==> src/rtl/membus_pkg.sv <==
package membus_pkg;
  typedef enum logic [1:0] {
    ST_IDLE   = 2'd0,
    ST_SETUP  = 2'd1,
    ST_STROBE = 2'd2
  } busState_t;

  typedef struct packed {
    logic load;
    logic selActive;
    logic rdPhase;
    logic wrStrobe;
    logic drive;
  } busCtl_t;
endpackage

==> src/rtl/membus_fsm.sv <==
module membus_fsm
  import membus_pkg::*;
(
  input  logic    clk,
  input  logic    rstN,
  input  logic    reqValid,
  input  logic    reqWrite,
  input  logic    busRdyN,
  output logic    reqReady,
  output logic    rspDone,
  output busCtl_t ctl
);
  busState_t state, nextState;
  logic      wrQ;

  always_comb begin
    nextState = state;
    case (state)
      ST_IDLE:   if (reqValid) nextState = ST_SETUP;
      ST_SETUP:  nextState = ST_STROBE;
      ST_STROBE: if (!busRdyN) nextState = ST_IDLE;
      default:   nextState = ST_IDLE;
    endcase
  end

  always_ff @(posedge clk or negedge rstN) begin
    if (!rstN) begin
      state <= ST_IDLE;
      wrQ   <= 1'b0;
    end else begin
      state <= nextState;
      if (state == ST_IDLE && reqValid) wrQ <= reqWrite;
    end
  end

  always_comb begin
    reqReady      = (state == ST_IDLE);
    rspDone       = (state == ST_STROBE) && !busRdyN;
    ctl.load      = (state == ST_IDLE) && reqValid;
    ctl.selActive = (state != ST_IDLE);
    ctl.rdPhase   = ctl.selActive && !wrQ;
    ctl.wrStrobe  = (state == ST_STROBE) && wrQ;
    ctl.drive     = ctl.selActive && wrQ;
  end


  wait_hold_chk: assert property (@(posedge clk) disable iff (!rstN)
    (state == ST_STROBE && busRdyN) |=> (state == ST_STROBE));


  done_idle_chk: assert property (@(posedge clk) disable iff (!rstN)
    rspDone |=> reqReady);


  accept_busy_chk: assert property (@(posedge clk) disable iff (!rstN)
    (reqValid && reqReady) |=> !reqReady);
endmodule

==> src/rtl/membus_dp.sv <==
module membus_dp
  import membus_pkg::*;
#(
  parameter int ADDR_W     = 32,
  parameter int BUS_ADDR_W = 28,
  parameter int DATA_W     = 32,
  parameter int CHK_W      = 7,
  parameter int RAM_BANKS  = 5,
  parameter int BANK_LSB   = 24,
  parameter int PROM_SPLIT = 28
) (
  input  logic                  clk,
  input  logic                  rstN,
  input  busCtl_t               ctl,
  input  logic [ADDR_W-1:0]     reqAddr,
  input  logic [DATA_W-1:0]     reqWdata,
  input  logic [DATA_W/8-1:0]   reqBe,
  input  logic [CHK_W-1:0]      reqCheck,
  input  logic                  prom8Bit,
  input  logic                  promEdac,
  input  logic [RAM_BANKS-1:0]  ram8Bit,
  input  logic [RAM_BANKS-1:0]  ramEdac,
  input  logic                  chkBit7,
  input  logic [DATA_W-1:0]     memDataIn,
  output logic [DATA_W-1:0]     rspData,
  output logic [BUS_ADDR_W-1:0] memAddr,
  output logic [DATA_W-1:0]     memDataOut,
  output logic                  memDataOe,
  output logic [CHK_W:0]        chkOut,
  output logic                  chkOe,
  output logic                  oeN,
  output logic                  readOut,
  output logic                  writeN,
  output logic [1:0]            promSelN,
  output logic [RAM_BANKS-1:0]  ramSelN,
  output logic [RAM_BANKS-1:0]  ramOeN,
  output logic [DATA_W/8-1:0]   byteWeN
);
  localparam int LANES  = DATA_W / 8;
  localparam int BANK_W = (RAM_BANKS > 1) ? $clog2(RAM_BANKS) : 1;

  logic [ADDR_W-1:0] addrQ;
  logic [DATA_W-1:0] wdataQ;
  logic [LANES-1:0]  beQ;
  logic [CHK_W-1:0]  checkQ;

  always_ff @(posedge clk or negedge rstN) begin
    if (!rstN) begin
      addrQ  <= '0;
      wdataQ <= '0;
      beQ    <= '0;
      checkQ <= '0;
    end else if (ctl.load) begin
      addrQ  <= reqAddr;
      wdataQ <= reqWdata;
      beQ    <= reqBe;
      checkQ <= reqCheck;
    end
  end

  logic                 isProm, isRam, is8, isEdac;
  logic [BANK_W-1:0]    bankIdx;
  logic [RAM_BANKS-1:0] bankHit;
  logic [LANES-1:0]     laneEn;

  assign isProm  = (addrQ[ADDR_W-1 -: 3] == 3'b000);
  assign isRam   = (addrQ[ADDR_W-1 -: 3] == 3'b010);
  assign bankIdx = addrQ[BANK_LSB +: BANK_W];

  for (genvar b = 0; b < RAM_BANKS; b++) begin : g_bank
    assign bankHit[b] = isRam && (bankIdx == BANK_W'(b));
    assign ramSelN[b] = !(ctl.selActive && bankHit[b]);
    assign ramOeN[b]  = !(ctl.rdPhase && bankHit[b]);
  end

  assign is8    = (isProm && prom8Bit) || |(bankHit & ram8Bit);
  assign isEdac = (isProm && promEdac) || |(bankHit & ramEdac);

  assign promSelN[0] = !(ctl.selActive && isProm && !addrQ[PROM_SPLIT]);
  assign promSelN[1] = !(ctl.selActive && isProm &&  addrQ[PROM_SPLIT]);

  assign laneEn = is8 ? {{(LANES-1){1'b0}}, |beQ} : beQ;

  for (genvar l = 0; l < LANES; l++) begin : g_lane
    assign byteWeN[l] = !(ctl.wrStrobe && laneEn[l]);
  end

  assign memAddr    = addrQ[BUS_ADDR_W-1:0];
  assign memDataOut = wdataQ;
  assign memDataOe  = ctl.drive;
  assign chkOut     = {chkBit7, checkQ};
  assign chkOe      = ctl.drive && isEdac;
  assign oeN        = !ctl.rdPhase;
  assign readOut    = ctl.rdPhase;
  assign writeN     = !ctl.wrStrobe;
  assign rspData    = is8 ? {memDataIn[DATA_W-1 -: 8], {(DATA_W-8){1'b0}}} : memDataIn;


  sel_onehot_chk: assert property (@(posedge clk) disable iff (!rstN)
    $onehot0({~promSelN, ~ramSelN}));


  no_rw_clash_chk: assert property (@(posedge clk) disable iff (!rstN)
    !writeN |-> (oeN && !readOut && memDataOe));


  chk_needs_data_chk: assert property (@(posedge clk) disable iff (!rstN)
    chkOe |-> memDataOe);


  addr_hold_chk: assert property (@(posedge clk) disable iff (!rstN)
    (!ctl.selActive && !ctl.load) |=> $stable(memAddr));
endmodule

==> src/rtl/membus_ctrl.sv <==
module membus_ctrl
  import membus_pkg::*;
#(
  parameter int RAM_BANKS = 5
) (
  input  logic                 clk,
  input  logic                 rstN,
  input  logic                 reqValid,
  output logic                 reqReady,
  input  logic                 reqWrite,
  input  logic [31:0]          reqAddr,
  input  logic [31:0]          reqWdata,
  input  logic [3:0]           reqBe,
  input  logic [6:0]           reqCheck,
  output logic                 rspDone,
  output logic [31:0]          rspData,
  input  logic                 prom8Bit,
  input  logic                 promEdac,
  input  logic [RAM_BANKS-1:0] ram8Bit,
  input  logic [RAM_BANKS-1:0] ramEdac,
  input  logic                 chkBit7,
  input  logic                 busRdyN,
  output logic [27:0]          memAddr,
  output logic [31:0]          memDataOut,
  input  logic [31:0]          memDataIn,
  output logic                 memDataOe,
  output logic [7:0]           chkOut,
  output logic                 chkOe,
  output logic                 oeN,
  output logic                 readOut,
  output logic                 writeN,
  output logic [1:0]           promSelN,
  output logic [RAM_BANKS-1:0] ramSelN,
  output logic [RAM_BANKS-1:0] ramOeN,
  output logic [3:0]           byteWeN
);
  busCtl_t ctl;

  membus_fsm u_fsm (
    .clk(clk), .rstN(rstN), .reqValid(reqValid), .reqWrite(reqWrite),
    .busRdyN(busRdyN), .reqReady(reqReady), .rspDone(rspDone), .ctl(ctl)
  );

  membus_dp #(.RAM_BANKS(RAM_BANKS)) u_dp (
    .clk(clk), .rstN(rstN), .ctl(ctl),
    .reqAddr(reqAddr), .reqWdata(reqWdata), .reqBe(reqBe), .reqCheck(reqCheck),
    .prom8Bit(prom8Bit), .promEdac(promEdac), .ram8Bit(ram8Bit), .ramEdac(ramEdac),
    .chkBit7(chkBit7), .memDataIn(memDataIn), .rspData(rspData),
    .memAddr(memAddr), .memDataOut(memDataOut), .memDataOe(memDataOe),
    .chkOut(chkOut), .chkOe(chkOe), .oeN(oeN), .readOut(readOut), .writeN(writeN),
    .promSelN(promSelN), .ramSelN(ramSelN), .ramOeN(ramOeN), .byteWeN(byteWeN)
  );
endmodule

==> config.mk <==
export PLATFORM = sky130hd
export DESIGN_NAME = membus_ctrl
export DESIGN_NICKNAME = d
export VERILOG_FILES = /design/src/rtl/membus_pkg.sv /design/src/rtl/membus_fsm.sv /design/src/rtl/membus_dp.sv /design/src/rtl/membus_ctrl.sv
export SDC_FILE = /design/constraint.sdc
export NUM_CORES = 1
export LEC_CHECK = 0
export BUFFER_PORTS_ARGS = -buffer_cell sky130_fd_sc_hd__buf_2
export CORE_AREA = 2 2 97 99
export DETAILED_ROUTE_END_ITERATION = 8
export DIE_AREA = 0 0 99 101
export GPL_TIMING_DRIVEN = 0
export PLACE_DENSITY = 0.83
export SYNTH_ARGS = -nofsm -noshare
export SYNTH_HDL_FRONTEND = slang
export SYNTH_SLANG_ARGS = --single-unit
export TNS_END_PERCENT = 5
==> constraint.sdc <==
create_clock -name clk -period 3.23 [get_ports clk]
set_input_delay 0.323 -clock clk [delete_from_list [all_inputs] [get_ports clk]]
set_output_delay 0.323 -clock clk [all_outputs]
set_load 0.005 [all_outputs]
==> flow_summary_export.csv <==
group,metric,value,unit
synth,synth_area,0.00368,mm²
clocking,ctsHoldBuffers,1,
clocking,clock_sinks,78,
detailed_routing,drt_iter0_markers,64,
detailed_routing,dr.pass1.iters,4,
clocking,clkLatencyLatePin,0.34,ns
detailed_routing,vias_per_cell,4.70,
worst_hold_path,min_path_type,"input port to flop",
sta,holdWs,0.202,ns
sta,setup_slack,0.591,ns
global_routing,grt_pass1_vias,3267,
sta,slew_headroom,60.4,%
setup_path,critPathMaxFanout,10,
clocking,cts_setup_buffers,0,
setup_path,r2r_start,"u_fsm.state[0]",
layout,drive_gt1_share,75.3,%
synth,synth-simple-area-share,10.3,%
worst_hold_path,holdPathEnd,"u_dp.checkQ[1]",
setup_path,arrival,2.32,ns
layout,fillCellCount,766,
sta,tns,0,ns
setup_path,worstSetupPathType,"flop to primary output",
placed_design,place_area,0.00504,mm²
floorplanning,start_util,41.0,%
power,p_leak,2.64,nW
power,finalPower,4.63,mW
floorplanning,die_area,0.0100,mm²
sta,fin_crit,2.64,ns
worst_hold_path,holdPathStages,2,
sta,timing.fmax,379,MHz
detailed_routing,drc,0,
synth,synthMuxAreaShare,24.7,%
layout,instances_no_fill,642,
clocking,cts_resized,0,
clocking,path_clk_slew,0.08,ns
synth,synth-compound-area-share,1.26,%
synth,avgSynthCellArea,13.3,µm²
outcome,outcome,"finished, final reports clean",
sta,slew_violations,0,
detailed_routing,wire_per_inst,15.5,µm
clocking,clock_path_buffers,2,
layout,syn_to_final_growth,43.0,%
floorplanning,fp.dieH,101,µm
sta,fin_skew,0.0152,ns
clocking,htreeDepth,3,
synth,yosys_register_bits,78,
detailed_routing,postRouteAntennaNets,0,
sta,worst_pin_slew,0.593,ns
clocking,numCtsBuffers,9,
power,max-vdd-ir-drop,557,µV
power,p_per_area,881,mW/mm²
placed_design,gp_congestion,0.823,
sta,rsz0062_at_grt,"no",
clocking,root_buffer,"clkbuf_8",
global_routing,grt_max_degree,65,
worst_hold_path,min_from,"reqCheck[1]",
setup_path,worstPathRequired,2.91,ns
setup_path,regToRegSetupSlack,1.14,ns
setup_path,worstSetupStartpointType,"flop",
layout,diodes,0,
placed_design,dp_cells,626,
layout,fin_util,58.6,%
synth,synth_cell_types,31,
detailed_routing,vias,3016,
sta,hold_viol,0,
setup_path,reg2reg_to,"u_dp.memDataOut[27]",
layout,final_nets,652,
synth,synth_top_family_by_area,"multiplexers",
global_routing,grt_pass1_wl,15.3,mm
synth,seq_area_frac_synth,53.1,%
run,maxCapViolations,0,
floorplanning,die_w,99,µm
layout,final_cell_area,0.00526,mm²
setup_path,ff2ff_path_depth,8,
floorplanning,coreArea,0.00898,mm²
synth,synth_nets,401,
synth,synthAdderAreaFrac,0,%
synth,ys_warn_count,0,
clocking,cts_tree,"built",
placed_design,dpl.hpwl,8.02,mm
sta,finalSetupViolCount,0,
synth,synthCells,276,
placed_design,pre_cts_slack,0.961,ns
synth,synth_xor_xnor_area_share,0,%
setup_path,cp-end-kind,"primary output",
detailed_routing,finalWirelength,9.92,mm
global_routing,grt_overflow,0,
floorplanning,ioPinCount,248,
placed_design,io_buffers,238,
global_routing,grt_antenna_before_repair,0,
floorplanning,rows,35,
sta,period_share,81.7,%
global_routing,grt_use_total,19.5,%
## synth_stat cells
library cell  instances  area share [%]
dfrtp_1              78              53
mux2_2               75              23
buf_4                40             8.2
and2_2               15             3.1
and2_1               13             2.2
nand2_1               8            0.82
buf_2                 7            0.95
nand3_1               6            0.82
buf_6                 4             1.2
mux2i_1               3            0.82
nor2_1                3            0.31
or3_1                 3            0.51
inv_1                 2            0.20
nand4_1               2            0.34
a2111oi_0             1            0.24
a211oi_4              1            0.54
a21boi_0              1            0.20
a222oi_1              1            0.27
and2_4                1            0.24
and2b_2               1            0.24
and3b_1               1            0.24
and4_1                1            0.24
inv_2                 1            0.10
mux2_1                1            0.31
mux4_2                1            0.61
nand3b_1              1            0.20
nor3_1                1            0.14
nor3b_1               1            0.20
nor4_1                1            0.17
nor4b_2               1            0.41
or2_1                 1            0.17
## critical path: stages (launching register included)
cell      delay (ns)
dfrtp_1         0.37
buf_6           0.14
mux4_2          0.50
and2_4          0.19
a211oi_4        0.33
buf_6           0.19
and2_2          0.15
buf_2           0.11
## layout by cell type (no fill, tap or decap), types with 2 or more instances in the layout
master	n
buf_2	244
dfrtp_1	78
mux2_2	75
buf_4	41
and2_2	15
and2_1	13
clkbuf_8	9
nand2_1	8
nand3_1	6
buf_6	4
nor2_1	3
or3_1	3
mux2i_1	3
inv_1	2
nand4_1	2
bufinv_16	2
clkinvlp_4	2
## layout make-up
class / count / area (µm²) / area share [%]
tap: 111 / 139 / 2.64
buffer: 51 / 380 / 7.23
multi-input combinational: 144 / 1330 / 25.4
clock buffer: 10 / 128 / 2.43
sequential: 78 / 1950 / 37.1
clock inverter: 5 / 83.8 / 1.59
inverter: 3 / 11.3 / 0.214
timing repair buffer: 240 / 1230 / 23.4
## registers in the layout, indices dropped and copies added (netlist names)
signal / cells
u_dp.checkQ: 7
u_dp.beQ: 4
u_fsm.state: 2
u_fsm.wrQ: 1
u_dp.memDataOut: 32
u_dp.addrQ: 32
## logic make-up after synthesis
| group | count (synthesis) |
|---|---|
| mux | 80 |
| flops | 78 |
| simple gates | 60 |
| buf+inv | 54 |
| compound gates | 4 |
## layer usage
| metal | vias to the layer above | part of all wire [%] | global-route usage, % |
|---|---|---|---|
| met5 | - | 0 | 0 |
| met4 | 0 | 1.7 | 6.74 |
| met3 | 17 | 8.0 | 6.24 |
| met2 | 147 | 55 | 36.5 |
| met1 | 1450 | 35 | 20.4 |
| li1 | 1402 | - | - |
## worst max path at each step
stage	cells past startpoint	slack [ns]	end	from
floorplan	6	1.22	rspData[16]	u_dp.addrQ[24]
global placement	7	1.0	rspData[21]	u_dp.addrQ[24]
detailed placement	7	0.96	rspData[21]	u_dp.addrQ[24]
CTS	7	0.56	rspData[21]	u_dp.addrQ[24]
global route	7	0.48	rspData[21]	u_dp.addrQ[24]
finish	7	0.59	rspData[21]	u_dp.addrQ[24]
## power by group
group	internal (mW)	leakage, nW	switching (mW)	total, mW
combinational	1.27	1.63	0.809	2.08
clock	0.434	0.0990	0.355	0.789
sequential	1.47	0.911	0.285	1.76
total	3.18	2.64	1.45	4.63
Note: power is estimated with default switching activity, not from simulation.
